===== config.mk =====
export PLATFORM = sky130hd
export DESIGN_NAME = crit_vote_pred
export DESIGN_NICKNAME = d
export VERILOG_FILES = /design/src/rtl/crit_vote_pkg.sv /design/src/rtl/crit_vote_step.sv /design/src/rtl/crit_vote_table.sv /design/src/rtl/crit_vote_pred.sv
export SDC_FILE = /design/constraint.sdc
export NUM_CORES = 1
export LEC_CHECK = 0
export CORE_MARGIN = 2
export CORE_UTILIZATION = 25
export CTS_CLUSTER_DIAMETER = 30
export DETAILED_ROUTE_END_ITERATION = 8
export PLACE_DENSITY_LB_ADDON = 0.25
export SETUP_SLACK_MARGIN = 0.4
export SYNTH_ARGS = -nofsm -noshare
export SYNTH_HDL_FRONTEND = slang
export SYNTH_SLANG_ARGS = --single-unit

===== constraint.sdc =====
create_clock -name clk_i -period 3.71 [get_ports clk_i]
set_clock_uncertainty 0.1 [all_clocks]
set_input_delay 0.5565 -clock clk_i [delete_from_list [all_inputs] [get_ports clk_i]]
set_output_delay 0.5565 -clock clk_i [all_outputs]
set_load 0.05 [all_outputs]

===== src/rtl/crit_vote_pkg.sv =====
package crit_vote_pkg;
  parameter int unsigned ID_W  = 7;
  parameter int unsigned CNT_W = 3;
  parameter int unsigned NTRK  = 2;  // 0: input track, 1: output track

  typedef logic [ID_W-1:0]  inst_id_t;
  typedef logic [CNT_W-1:0] conf_t;

  typedef struct packed {
    inst_id_t id;
    conf_t    cnt;
  } track_t;
endpackage


===== src/rtl/crit_vote_step.sv =====
module crit_vote_step
  import crit_vote_pkg::*;
(
  input  logic     hit_i,
  input  track_t   cur_i,
  input  inst_id_t obs_i,
  output track_t   nxt_o
);
  localparam conf_t CNT_MAX = '1;
  localparam conf_t CNT_ONE = conf_t'(1);

  always_comb begin
    nxt_o = cur_i;
    if (!hit_i) begin
      nxt_o.id  = obs_i;
      nxt_o.cnt = CNT_ONE;
    end else if (obs_i == cur_i.id) begin
      if (cur_i.cnt != CNT_MAX) nxt_o.cnt = cur_i.cnt + CNT_ONE;
    end else if (cur_i.cnt == '0) begin
      nxt_o.id  = obs_i;
      nxt_o.cnt = CNT_ONE;
    end else begin
      nxt_o.cnt = cur_i.cnt - CNT_ONE;
    end
  end
endmodule


===== src/rtl/crit_vote_table.sv =====
module crit_vote_table
  import crit_vote_pkg::*;
#(
  parameter int unsigned IDX_W = 4,
  parameter int unsigned TAG_W = 26,
  parameter int unsigned NRD   = 2
) (
  input  logic                             clk_i,
  input  logic                             rst_ni,
  input  logic                             wr_en_i,
  input  logic [IDX_W-1:0]                 wr_idx_i,
  input  logic [TAG_W-1:0]                 wr_tag_i,
  input  track_t [NTRK-1:0]                wr_trk_i,
  input  logic [NRD-1:0][IDX_W-1:0]        rd_idx_i,
  output logic [NRD-1:0]                   rd_vld_o,
  output logic [NRD-1:0][TAG_W-1:0]        rd_tag_o,
  output track_t [NRD-1:0][NTRK-1:0]       rd_trk_o
);
  localparam int unsigned DEPTH = 1 << IDX_W;

  logic [DEPTH-1:0]              vld_q;
  logic [TAG_W-1:0]              tag_q [DEPTH];
  track_t [NTRK-1:0]             trk_q [DEPTH];

  always_ff @(posedge clk_i or negedge rst_ni) begin
    if (!rst_ni) vld_q <= '0;
    else if (wr_en_i) vld_q[wr_idx_i] <= 1'b1;
  end

  always_ff @(posedge clk_i) begin
    if (wr_en_i) begin
      tag_q[wr_idx_i] <= wr_tag_i;
      trk_q[wr_idx_i] <= wr_trk_i;
    end
  end

  for (genvar p = 0; p < NRD; p++) begin : g_rd
    assign rd_vld_o[p] = vld_q[rd_idx_i[p]];
    assign rd_tag_o[p] = tag_q[rd_idx_i[p]];
    assign rd_trk_o[p] = trk_q[rd_idx_i[p]];
  end

  // a training write leaves its entry valid
  assert_write_marks_valid_R4: assert property (@(posedge clk_i) disable iff (!rst_ni)
    wr_en_i |=> vld_q[$past(wr_idx_i)]);
endmodule


===== src/rtl/crit_vote_pred.sv =====
module crit_vote_pred
  import crit_vote_pkg::*;
#(
  parameter int unsigned PC_W   = 32,
  parameter int unsigned OFF_W  = 2,
  parameter int unsigned IDX_W  = 4,
  parameter int unsigned THRESH = 2
) (
  input  logic            clk_i,
  input  logic            rst_ni,
  input  logic            lk_req_i,
  input  logic [PC_W-1:0] lk_pc_i,
  input  logic            tr_req_i,
  input  logic [PC_W-1:0] tr_pc_i,
  input  logic [6:0]      tr_in_id_i,
  input  logic [6:0]      tr_out_id_i,
  output logic            rsp_vld_o,
  output logic [6:0]      in_id_o,
  output logic            in_ok_o,
  output logic [6:0]      out_id_o,
  output logic            out_ok_o
);
  localparam int unsigned TAG_W = PC_W - OFF_W - IDX_W;
  localparam int unsigned RD_TR = 0;
  localparam int unsigned RD_LK = 1;
  localparam conf_t       THR   = conf_t'(THRESH);

  logic [IDX_W-1:0] tr_idx, lk_idx;
  logic [TAG_W-1:0] tr_tag, lk_tag;

  assign tr_idx = tr_pc_i[OFF_W +: IDX_W];
  assign lk_idx = lk_pc_i[OFF_W +: IDX_W];
  assign tr_tag = tr_pc_i[PC_W-1 -: TAG_W];
  assign lk_tag = lk_pc_i[PC_W-1 -: TAG_W];

  logic [1:0][IDX_W-1:0]    rd_idx;
  logic [1:0]               rd_vld;
  logic [1:0][TAG_W-1:0]    rd_tag;
  track_t [1:0][NTRK-1:0]   rd_trk;
  track_t [NTRK-1:0]        new_trk;

  assign rd_idx[RD_TR] = tr_idx;
  assign rd_idx[RD_LK] = lk_idx;

  crit_vote_table #(.IDX_W(IDX_W), .TAG_W(TAG_W), .NRD(2)) u_table (
    .clk_i    (clk_i),
    .rst_ni   (rst_ni),
    .wr_en_i  (tr_req_i),
    .wr_idx_i (tr_idx),
    .wr_tag_i (tr_tag),
    .wr_trk_i (new_trk),
    .rd_idx_i (rd_idx),
    .rd_vld_o (rd_vld),
    .rd_tag_o (rd_tag),
    .rd_trk_o (rd_trk)
  );

  logic tr_hit;
  assign tr_hit = rd_vld[RD_TR] && (rd_tag[RD_TR] == tr_tag);

  inst_id_t [NTRK-1:0] obs;
  assign obs[0] = tr_in_id_i;
  assign obs[1] = tr_out_id_i;

  for (genvar g = 0; g < NTRK; g++) begin : g_step
    crit_vote_step u_step (
      .hit_i (tr_hit),
      .cur_i (rd_trk[RD_TR][g]),
      .obs_i (obs[g]),
      .nxt_o (new_trk[g])
    );
  end

  // Same-index training is applied before the lookup sees the entry.
  logic              fwd;
  logic              view_vld;
  logic [TAG_W-1:0]  view_tag;
  track_t [NTRK-1:0] view_trk;
  logic              lk_hit;

  assign fwd      = tr_req_i && (tr_idx == lk_idx);
  assign view_vld = fwd ? 1'b1    : rd_vld[RD_LK];
  assign view_tag = fwd ? tr_tag  : rd_tag[RD_LK];
  assign view_trk = fwd ? new_trk : rd_trk[RD_LK];
  assign lk_hit   = view_vld && (view_tag == lk_tag);

  logic                rsp_q;
  logic [NTRK-1:0]     ok_d, ok_q;
  inst_id_t [NTRK-1:0] id_d, id_q;

  for (genvar g = 0; g < NTRK; g++) begin : g_rsp
    assign ok_d[g] = lk_req_i && lk_hit && (view_trk[g].cnt >= THR);
    assign id_d[g] = ok_d[g] ? view_trk[g].id : '0;
  end

  always_ff @(posedge clk_i or negedge rst_ni) begin
    if (!rst_ni) begin
      rsp_q <= 1'b0;
      ok_q  <= '0;
      id_q  <= '0;
    end else begin
      rsp_q <= lk_req_i;
      ok_q  <= ok_d;
      id_q  <= id_d;
    end
  end

  assign rsp_vld_o = rsp_q;
  assign in_ok_o   = ok_q[0];
  assign out_ok_o  = ok_q[1];
  assign in_id_o   = id_q[0];
  assign out_id_o  = id_q[1];

  // response follows a request by one cycle
  assert_rsp_after_req_R2: assert property (@(posedge clk_i) disable iff (!rst_ni)
    lk_req_i |=> rsp_vld_o);
  assert_rsp_idle_R2: assert property (@(posedge clk_i) disable iff (!rst_ni)
    !lk_req_i |=> !rsp_vld_o);
  // confidence only with a response, ids zero when not confident
  assert_ok_needs_rsp_R8: assert property (@(posedge clk_i) disable iff (!rst_ni)
    (in_ok_o || out_ok_o) |-> rsp_vld_o);
  assert_in_id_zero_R8: assert property (@(posedge clk_i) disable iff (!rst_ni)
    !in_ok_o |-> (in_id_o == '0));
  assert_out_id_zero_R8: assert property (@(posedge clk_i) disable iff (!rst_ni)
    !out_ok_o |-> (out_id_o == '0));
endmodule


==> results of run 1 <==
flip-flops by register name, summed over array words and instances, names as in the netlist:
register and cells:
in_id_o 7, u_table.tag_q 416, u_table.trk_q 320, out_id_o 7, rsp_vld_o 1, u_table.vld_q 16, ok_q 2
layout make-up:
class / count / area share, %
Clock inverter: 105 / 2.22
Sequential cell: 769 / 45.8
Antenna cell: 1 / 0.00500
Inverter: 41 / 0.313
Timing Repair Buffer: 487 / 9.89
Tap cell: 1930 / 4.83
Multi-Input combinational cell: 1119 / 28.9
Clock buffer: 174 / 8.03
metrics by stage:
stage	cell area, sq um	utilization (%)
5_1_grt	50000	33.7
6_report	50000	33.7
3_5_place_dp	44200	29.8
3_3_place_gp	44200	29.8
4_1_cts	49900	33.7
2_1_floorplan	38000	-
where the power goes:
group / internal [mW] / switching, mW
registers: 9.71 / 0.0902
clock network: 8.82 / 4.78
logic: 1.23 / 1.38
critical path: stages, from the launching register on:
cell	delay (ns)
edfxtp_1	0.38
mux4_2	0.58
a2111oi_4	0.32
a31oi_1	0.13
or4_4	0.55
a2111oi_4	0.41
buf_12	0.18
and4_4	0.33
mux2_2	0.43
cell families after synthesis:
group | count (synthesis)
buffers and inverters | 179
adders and majority gates | 8
and+or+nand+nor | 320
AOI/OAI and AO/OA | 202
muxes | 509
DFF | 769
xor gates and xnor gates | 69
worst min path at each step:
stage                            from                 to  depth (start not counted)
floorplan                      rst_ni         in_id_o[0]                          0
global placement     u_table.vld_q[9]   u_table.vld_q[9]                          1
detailed placement   u_table.vld_q[0]   u_table.vld_q[0]                          1
CTS                  u_table.vld_q[8]   u_table.vld_q[8]                          1
global route        u_table.vld_q[13]  u_table.vld_q[13]                          1
finish               u_table.vld_q[8]   u_table.vld_q[8]                          1
cells in the final DEF, fill, tap and decap left out, types with 16 or more instances in the layout:
master / synthesis / final
clkbuf_16: 0 / 158
nor2_1: 61 / 42
xor2_1: 19 / 19
mux2i_1: 107 / 102
nor3_1: 21 / 19
or2_2: 17 / 17
clkinvlp_4: 0 / 17
mux2_2: 31 / 25
a21oi_1: 20 / 17
clkinv_2: 0 / 16
buf_4: 25 / 304
a22oi_1: 22 / 22
inv_1: 39 / 35
nor2_4: 0 / 18
nand2_1: 122 / 103
dfrtp_1: 33 / 33
mux4_2: 364 / 365
buf_12: 3 / 75
clkbuf_1: 47 / 16
edfxtp_1: 736 / 736
xnor2_1: 50 / 48
o21ai_0: 37 / 33
clkdlybuf4s50_1: 0 / 85
inv_6: 0 / 25
timing repair:
action                                 4_1_cts  5_1_grt
cloned                                      11        2
setup endpoints to repair                  336      336
buffers inserted                             9        0
hold buffers                                 1        0
resized for setup                           84        5
pin swaps                                   20        3
endpoints found under the hold margin       33        0
metal layers:
layer | wire length, um | GRT usage, %
met1 | 54700 | 22.1
met2 | 66800 | 29.5
met4 | 3590 | 5.85
met5 | 27 | 0
met3 | 7790 | 3.08
==> metrics, run 1 <==
CTS Buffer Depth=3; Seq/Total Area, Yosys=61.3%; total global-route track usage=17.3%; unrepaired setup endpoints after global routing=true; clk sinks=769; vias per cell=5.08; initial drt markers=2306; most frequent cells after synthesis=edfxtp_1 (736), mux4_2 (364), nand2_1 (122); min cycle time layout=3.70 ns; worst min path class=flip-flop to flip-flop; post-route setup slack=0.0105 ns; Ports=99; vias in the first global route=25.0k; Synth Area in XOR/XNOR=1.62%; Post-Route Setup TNS=0 ns; Slew headroom=31.1%; Core Area=148000 sq um; Worst-path clk slew=0.05 ns; Final Cycle Share=99.7%; RR Startpoint=u_table.tag_q[15][16]; crit path capture type=flip-flop; First-pass DRT Iterations=5; Nets=2659; Congestion Overflow GR=0; peak fanout along the critical path=8; Avg Cell Area, Syn=18.2 sq um; CP required=4.08 ns; cts bufs inserted=151; Max Cap Viol=0; synthesis-stage register bit count=769; Mapped Nets=2146; post-route ant nets=0; clk root buf=clkbuf_16; most frequent cell after synthesis=edfxtp_1; Leak=16.8 nW; Worst Setup SP=u_table.tag_q[15][16]; H-tree levels=4; DIE WIDTH=391 um; Slew @ Worst Pin=1.03 ns; FMAX=0.270 GHz; total vias in the final route=23.5k; Max VDD drop=0.000483 V; Final Hold Viols=0; crit path capture=u_table.trk_q[12][5]; Rows=141; CP arrival=4.07 ns; CTS tree=yes; Routed WL=133000 um; max-slew violations=0; Die ar.=153000 sq um; clk_lat worst skew=0.77 ns; first-pass GRT wire length=187000 um; Crit Path Category=flip-flop to flip-flop; post-synthesis mux area share=26.2%; die height=391 um; largest family of logic cells by synthesized area=multiplexers; initial antenna violation count=6; Synth area leader=edfxtp_1; Simple-Gate Fraction of Synth Area=4.15%; mapped cell area=37400 sq um; FF-to-FF End=u_table.trk_q[12][5]; area of the multi-input gates=14400 sq um; Synth Flop Type=edfxtp_1; type of origin of the critical path=flip-flop; Final Non-Filler Cells=4626; yosys warns=0; Adder-Cell Fraction of Synth Area=0.268%; Final Wtd Congestion=0.873; pre-CTS setup slack=-0.943 ns; compound-gate portion of the synthesized area=3.98%; Area Growth Syn to Fin=33.7%; # setup viols final=0; Synth cell types=77; top-area cell type share of the netlist area=59.1%; WL per Instance=28.7 um; largest net degree at the start of global routing=42; Reg area=22900 sq um; proportion of layout cells with a drive suffix above 1=43.6%; largest cells by area after synthesis=edfxtp_1 (59%), mux4_2 (22%), mux2i_1 (2.9%); I/O Buffers=94; worst reg2reg setup slack=0.01 ns; status=complete, no violations; # DRC=0; overall power=26.0 mW; Detailed Place HPWL=85400 um; Post-Place Cells=4323; P per Cell Area=520 nW/um^2; cells after synthesis=2056; Hold WS=0.393 ns; Initial Utilization=25.2%; Filler cells=14.1k; r2r worst-path depth=8; Post-synth EDFFs=736; FFs w/ async S/R, synth=4.29%
(Power assumes the default switching activity.)
==> run 2, diff against run 1 <==
--- a/config.mk
+++ b/config.mk
@@ -5,6 +5,8 @@
 export SDC_FILE = /design/constraint.sdc
 export NUM_CORES = 1
 export LEC_CHECK = 0
+export ABC_CLOCK_PERIOD_IN_PS = 3710
+export CAP_MARGIN = 20
 export CORE_MARGIN = 2
 export CORE_UTILIZATION = 25
 export CTS_CLUSTER_DIAMETER = 30
==> results of run 2 <==
The final DEF is identical to that of run 1; final timing and power are the same.
==> run 3, diff against run 2 <==
--- a/config.mk
+++ b/config.mk
@@ -9,6 +9,7 @@
 export CAP_MARGIN = 20
 export CORE_MARGIN = 2
 export CORE_UTILIZATION = 25
+export CTS_BUF_LIST = sky130_fd_sc_hd__clkbuf_16
 export CTS_CLUSTER_DIAMETER = 30
 export DETAILED_ROUTE_END_ITERATION = 8
 export PLACE_DENSITY_LB_ADDON = 0.25
==> run 3 against run 2 <==
Clock power about the same. Worst setup slack better by 0.0093 ns. Sequential power about the same. Via count is essentially flat. Register-to-register slack hardly changed. Flip-flop and latch count stayed put. Largest cell class unchanged. Largest power group unchanged.
==> metrics, run 3 (synthesis results as in run 1) <==
Die ar.=153000 sq um; most flop-heavy register=u_table.tag_q; Worst-path clk slew=0.05 ns; Core Area=148000 sq um; unrepaired setup endpoints after global routing=true; post-route ant nets=0; die height=391 um; Initial Utilization=25.2%; clk sinks=769; RR Startpoint=u_table.tag_q[7][12]; worst min path class=flip-flop to flip-flop; # setup viols final=0; DIE WIDTH=391 um; Max Cap Viol=0; total global-route track usage=17.3%; CTS tree=yes; Slew @ Worst Pin=1.01 ns; CP arrival=4.07 ns; Crit Path Category=flip-flop to flip-flop; initial antenna violation count=6; min cycle time layout=3.69 ns; vias in the first global route=25.0k; status=complete, no violations; Worst Setup SP=u_table.tag_q[7][12]; cts bufs inserted=151; peak fanout along the critical path=8; Leak=16.9 nW; WL per Instance=28.7 um; clk_lat worst skew=0.77 ns; commonest non-fill, non-tap cell in the layout=edfxtp_1; Ports=99; Final Non-Filler Cells=4625; initial drt markers=2320; largest net degree at the start of global routing=42; CTS Buffer Depth=3; diode count=0; biggest regs=u_table.tag_q: 416 flops, u_table.trk_q: 320 flops, u_table.vld_q: 16 flops; proportion of layout cells with a drive suffix above 1=43.6%; first-pass GRT wire length=187000 um; crit path capture type=flip-flop; Detailed Place HPWL=85400 um; Max VDD drop=0.000486 V; pre-CTS setup slack=-0.943 ns; Rows=141; post-route setup slack=0.0198 ns; Final Hold Viols=0; HP Start=u_table.vld_q[8]; most frequent cells in the layout=edfxtp_1 (736), mux4_2 (365), buf_4 (304); Slew headroom=32.5%; CP required=4.09 ns; First-pass DRT Iterations=5; Routed WL=133000 um; clk root buf=clkbuf_16; # DRC=0; Final Cycle Share=99.5%; Post-Place Cells=4323; max-slew violations=0; Largest register FFs=416; Final Wtd Congestion=0.873; Nets=2659; H-tree levels=4; type of origin of the critical path=flip-flop; total vias in the final route=23.5k; Area Growth Syn to Fin=33.7%; P per Cell Area=519 nW/um^2; I/O Buffers=94; Congestion Overflow GR=0; FMAX=0.271 GHz; vias per cell=5.09
-- run 3: changes by cell type in the layout (fill, tap and decap cells not counted) --
cell      change
clkbuf_1     -16
diode_2       -1
inv_1        +16
-- run 3: final timing paths --
kind	end	slack [ns]	depth (start not counted)
setup / recovery	u_table.trk_q[12][5]	0.02	9
hold / removal	u_table.vld_q[8]	0.39	1
setup reg to reg	u_table.trk_q[12][5]	0.02	9
hold reg to reg	u_table.vld_q[8]	0.39	1
max in group asynchronous	u_table.vld_q[6]	2.44	2
min in group asynchronous	out_id_o[5]	0.42	2
-- run 3: worst max-delay path: stages, from the launching register on --
cell and delay, ns:
edfxtp_1 0.40, mux4_2 0.47, mux2i_1 0.16, xor2_1 0.54
nand4_1 0.18, o31a_1 0.18, a2111oi_4 0.43, buf_12 0.18
and4_4 0.33, mux2_2 0.43
-- run 3: routing by layer --
| layer | routed length (um) | track usage (%) | vias to the layer above |
|---|---|---|---|
| met3 | 7990 | 3.08 | 200 |
| met5 | 13 | 0 | - |
| met4 | 3660 | 5.85 | 2 |
| met2 | 66700 | 29.5 | 920 |
| met1 | 54500 | 22.1 | 12600 |
| li1 | - | - | 9763 |
-- run 3: where the power goes --
part | leakage (nW) | internal, mW | switching, mW
Clock | 2.53 | 8.78 | 4.79
Combinational | 7.35 | 1.23 | 1.38
Sequential | 7.00 | 9.71 | 0.0905
Total | 16.9 | 19.7 | 6.26
-- run 3: through the flow --
step	instance area [sq um]	power (mW)	setup TNS (ns)	utilization (%)	hold slack, ns
2_1_floorplan	38000	11.3	-87.74	-	0.161
4_1_cts	49900	26.2	0	33.7	0.390
3_3_place_gp	44200	12.5	-220.65	29.8	0.365
3_5_place_dp	44200	12.5	-258.54	29.8	0.374
5_1_grt	50000	26.7	-7.30	33.7	0.408
6_report	50000	26.0	0	33.7	0.393
-- run 3: final cells by class --
cell class / count / area, sq um
Tap cell: 1930 / 2410
Clock buffer: 158 / 3950
Multi-Input combinational cell: 1119 / 14400
Timing Repair Buffer: 487 / 4950
Sequential cell: 769 / 22900
Fill cell: 14100 / 98200
Inverter: 41 / 156
Clock inverter: 121 / 1170
-- run 3: what timing repair did --
action | in CTS | in global routing
endpoints found under the setup margin | 336 | 336
pin swaps | 20 | 3
cloned | 11 | 2
buffers inserted | 9 | 0
endpoints found under the hold margin | 33 | 0
hold buffers | 1 | 0
gates resized for setup | 84 | 5
